### src/rtl/cb_pkg.sv
package cb_pkg;

  // Saturating product used to turn a charge difference into a bypass time.
  function automatic logic [63:0] cb_sat_mul(input logic [63:0] a,
                                             input logic [63:0] b,
                                             input int unsigned tw);
    logic [63:0] prod;
    logic [63:0] lim;
    prod = a * b;
    lim  = (64'd1 << tw) - 64'd1;
    return (prod > lim) ? lim : prod;
  endfunction

endpackage

### src/rtl/cb_max_pick.sv
module cb_max_pick #(
  parameter int NCELL = 4,
  parameter int CHG_W = 16
) (
  input  logic [NCELL*CHG_W-1:0] need_mah,
  output logic [CHG_W-1:0]       max_val,
  output logic [NCELL-1:0]       max_oh
);
  // Lowest index wins a tie; the reference cell's difference is zero anyway.
  always_comb begin
    max_val = need_mah[CHG_W-1:0];
    max_oh  = '0;
    max_oh[0] = 1'b1;
    for (int i = 1; i < NCELL; i++) begin
      if (need_mah[CHG_W*i +: CHG_W] > max_val) begin
        max_val   = need_mah[CHG_W*i +: CHG_W];
        max_oh    = '0;
        max_oh[i] = 1'b1;
      end
    end
  end
endmodule

### src/rtl/cb_cell_timer.sv
module cb_cell_timer #(
  parameter int TMR_W = 20
) (
  input  logic             clk,
  input  logic             rst_n,
  input  logic             load,
  input  logic [TMR_W-1:0] load_val,
  input  logic             tick,
  output logic             run
);
  logic [TMR_W-1:0] cnt;

  always_ff @(posedge clk or negedge rst_n) begin
    if (!rst_n)                 cnt <= '0;
    else if (load)              cnt <= load_val;
    else if (tick && cnt != '0) cnt <= cnt - TMR_W'(1);
  end

  assign run = (cnt != '0);
endmodule

### src/rtl/cell_bal_timer_bank.sv
module cell_bal_timer_bank #(
  parameter int NCELL = 4,
  parameter int CHG_W = 16,
  parameter int SCL_W = 8,
  parameter int TMR_W = 20
) (
  input  logic                   clk,
  input  logic                   rst_n,
  input  logic                   tick_1s,
  input  logic                   start_req,
  input  logic [SCL_W-1:0]       scale_s_per_mah,
  input  logic [NCELL*CHG_W-1:0] need_mah,
  output logic [NCELL-1:0]       bypass_on,
  output logic                   bal_active
);
  import cb_pkg::*;

  logic [CHG_W-1:0] max_val;
  logic [NCELL-1:0] max_oh;
  logic             busy;
  logic             scale_ok;
  logic             load_evt;

  cb_max_pick #(.NCELL(NCELL), .CHG_W(CHG_W)) u_max (
    .need_mah (need_mah),
    .max_val  (max_val),
    .max_oh   (max_oh)
  );

  assign busy     = |bypass_on;
  assign scale_ok = (scale_s_per_mah != '0);
  assign load_evt = start_req && !busy && scale_ok;

  for (genvar i = 0; i < NCELL; i++) begin : g_cell
    logic [CHG_W-1:0] diff;
    logic [TMR_W-1:0] dur;
    assign diff = max_val - need_mah[CHG_W*i +: CHG_W];
    assign dur  = TMR_W'(cb_sat_mul(64'(diff), 64'(scale_s_per_mah), TMR_W));
    cb_cell_timer #(.TMR_W(TMR_W)) u_tmr (
      .clk      (clk),
      .rst_n    (rst_n),
      .load     (load_evt),
      .load_val (dur),
      .tick     (tick_1s),
      .run      (bypass_on[i])
    );
  end

  assign bal_active = busy;
endmodule

### config.mk
export PLATFORM = sky130hd
export DESIGN_NAME = cell_bal_timer_bank
export DESIGN_NICKNAME = d
export VERILOG_FILES = /design/src/rtl/cb_pkg.sv /design/src/rtl/cb_max_pick.sv /design/src/rtl/cb_cell_timer.sv /design/src/rtl/cell_bal_timer_bank.sv
export SDC_FILE = /design/constraint.sdc
export NUM_CORES = 2
export LEC_CHECK = 0
export ABC_AREA = 1
export BUFFER_PORTS_ARGS = -buffer_cell sky130_fd_sc_hd__buf_4
export CORE_UTILIZATION = 35
export DETAILED_ROUTE_END_ITERATION = 12
export MAX_ROUTING_LAYER = met4
export PLACE_DENSITY = 0.58
export SYNTH_ARGS = -nofsm -noshare
export SYNTH_HDL_FRONTEND = slang
export SYNTH_SLANG_ARGS = --single-unit
### constraint.sdc
create_clock -name clk -period 2.69 [get_ports clk]
set_input_delay 0.538 -clock clk [delete_from_list [all_inputs] [get_ports clk]]
set_output_delay 0.538 -clock clk [all_outputs]
set_load 0.005 [all_outputs]
==> results.cfg <==
[setup_path]
critPathKind = in2reg
critPathRequiredTime_ps = 2960
crit_arrival_ps = 10090
cp_max_fo = 12
crit_path_end_kind = flop
worst_path_most_repeated_cell = nand2_1
cp-start-kind = input port
slowest_delay_ps = 540
critPathSlowestCell = fa_1

[timing]
rsz0062_at_grt = true
fin_skew_ps = 13.6
post-route-period-util_pct = 365
hold_violations = 0
worstMarginPinSlew_ps = 591
setup_viol_count_final = 84
maxSlewViolCount = 0
fmax_mhz = 102
slew_headroom_pct = 60.6
worst_slack_ps = -7130
fin_crit_ps = 9820

[cells_and_area]
layout.nets = 5308
largest_reg_flops = 80
design_area_mm2 = 0.0362
fill_cells = 7352
drive_above_1_share_pct = 27.7
fin_util_pct = 49.2
top_regs = g_cell.u_tmr.cnt: 80 flops
syn2layout_area_growth_pct = 38.0
regMostFlops = g_cell.u_tmr.cnt

[drt]
vias_per_cell = 4.75
wl_per_cell_um = 14.8
ant_nets = 0
totalWireLength_mm = 82.6
drc = 0
drtPass1Iterations = 5
drtIter0Drc = 1140
vias = 26460

[global_routing]
grt_start_max_net_pins = 37
antenna_found_initial = 2
grt_first_pass_wirelength_mm = 136
gr-total-overflow = 0
grt_pass1_vias = 27456
track_usage_pct = 23.1

[clocking]
clk_pin_slew_ps = 70
cts_sinks = 80
clockBufferDepth = 2
cts-hold-fix-buffers = 0
h-tree-depth = 3
cts_tree = built
ctsRootBufferMaster = clkbuf_16
clk_latency_ps = 370
cts_buffers = 9

[place]
dp_hpwl_mm = 70.5
port_buffers = 80
placed_cell_area_mm2 = 0.0344
pre_cts_slack_ps = -7910
gp_congestion = 0.923

[die]
core-area_mm2 = 0.0736
initial_core_util_pct = 35.6
die_x_um = 276
die_h_um = 276
dieArea_mm2 = 0.0760
fp-row-count = 99
ios = 81

[synthesis]
synth_top_area_share_pct = 26.0
synth_edf_count = 0
ys_seq_area_share_pct = 7.64
syn-cell-area_mm2 = 0.0262
synthArstFlopShare_pct = 100
ys.flop_type = dfrtp_1
synthDistinctLibCells = 45
syn-num-nets = 4520
yosysWarnings = 0
synth_area_leader_cell = fa_1
synthCells = 3816
ys_ff_latch = 80
syn_area_per_cell_um2 = 6.87
synthTopCellsByArea = fa_1 (26%), ha_1 (14%), nand2_1 (12%), inv_1 (9.9%), nor2_1 (7.9%)

[run]
drv_cap = 0

[outcome]
violations = negative setup slack
status = finished, violations left

[hold_path]
min_path_type = in2async
-- path summary, 6_finish.rpt --
path                       depth (start not counted)                     from  slack, ps                       to
setup / recovery                                  65             need_mah[12]      -7130   g_cell[1].u_tmr.cnt[8]
hold / removal                                     1                    rst_n        150   g_cell[2].u_tmr.cnt[8]
setup reg to reg                                  15   g_cell[1].u_tmr.cnt[0]        -70  g_cell[3].u_tmr.cnt[18]
hold reg to reg                                    2  g_cell[1].u_tmr.cnt[10]        510  g_cell[1].u_tmr.cnt[10]
max in group asynchronous                          2                    rst_n       1790  g_cell[3].u_tmr.cnt[15]
min in group clk                                   2  g_cell[1].u_tmr.cnt[10]        510  g_cell[1].u_tmr.cnt[10]
-- cell usage after synthesis, types with 4 or more instances --
master,instances
a21boi_0,9
a21o_1,14
a21oi_1,156
a31oi_1,4
buf_1,5
buf_2,9
buf_4,4
buf_6,11
clkbuf_1,78
dfrtp_1,80
fa_1,340
ha_1,288
inv_1,691
inv_2,5
nand2_1,853
nand2_2,5
nand3_1,223
nand3b_1,7
nand4_1,29
nor2_1,549
nor2_2,4
nor3_1,86
nor3_2,4
o21a_1,8
o21ai_0,135
o21bai_1,11
o31ai_1,5
or2_2,18
xnor2_1,38
xor2_1,121
-- placed cells by master (no fill, tap or decap), drive strengths merged, types with 90 or more instances in the layout --
cell type / n
nand2: 860
xor2: 121
nand3: 223
fa: 340
o21ai: 137
nor3: 90
ha: 288
nor2: 555
inv: 699
buf: 879
a21oi: 156
-- worst max-delay path, delay by kind of cell --
kind,cells,cell delay [ps]
AO/OA/AOI/OAI,9,1330
XOR/XNOR,2,340
adder cells (fa/ha/maj),10,3660
buffers and inverters,18,1800
AND/OR/NAND/NOR,26,2410
-- final cells by class --
| class | instances | area (µm²) | area share, % |
|---|---|---|---|
| Inverter | 699 | 2650 | 7.33 |
| Multi-Input combinational cell | 2932 | 22800 | 63.2 |
| Clock inverter | 6 | 97.6 | 0.270 |
| Clock buffer | 10 | 239 | 0.661 |
| Timing Repair Buffer | 882 | 7130 | 19.7 |
| Sequential cell | 80 | 2000 | 5.53 |
| Tap cell | 959 | 1200 | 3.32 |
| Antenna cell | 2 | 5.00 | 0.0138 |
-- routing by layer --
| metal | GRT usage (%) | share of wire, % | vias to the layer above |
|---|---|---|---|
| met1 | 27.5 | 44 | 12596 |
| met3 | 2.05 | 2.8 | 125 |
| met4 | 5.90 | 2.9 | 0 |
| met2 | 41.4 | 51 | 377 |
| met5 | - | 0 | - |
| li1 | - | - | 13362 |
-- what timing repair did --
| item | 4_1_cts | 5_1_grt |
|---|---|---|
| pin swaps | 33 | 74 |
| resized for setup | 80 | 193 |
| gates cloned | 2 | 5 |
| hold endpoints to repair | 0 | 0 |
| setup buffers | 12 | 11 |
| endpoints found under the setup margin | 84 | 85 |
-- logic make-up (layout without fill, tap and decap cells) --
kind of cell / after synthesis / count (layout) / synth area share [%]
DFF: 80 / 80 / 7.64
other: 0 / 2 / 0
and+or+nand+nor: 1791 / 1793 / 28.1
adders and majority gates: 628 / 628 / 39.7
buffers and inverters: 806 / 1597 / 12.0
AOI/OAI and AO/OA: 352 / 352 / 7.28
xor gates and xnor gates: 159 / 159 / 5.31
-- metrics by stage --
stage          hold slack [ps]  TNS (ps)  cells
2_1_floorplan              242   -516620   3816
3_3_place_gp               482   -616620   5522
3_5_place_dp               493   -621900   5522
4_1_cts                    156   -565130   5552
5_1_grt                    186   -608950   5570
6_report                   151   -560890   5570
Power is not shown: default switching activity piles up to over one toggle a cycle in this logic, so the estimate is an artifact.
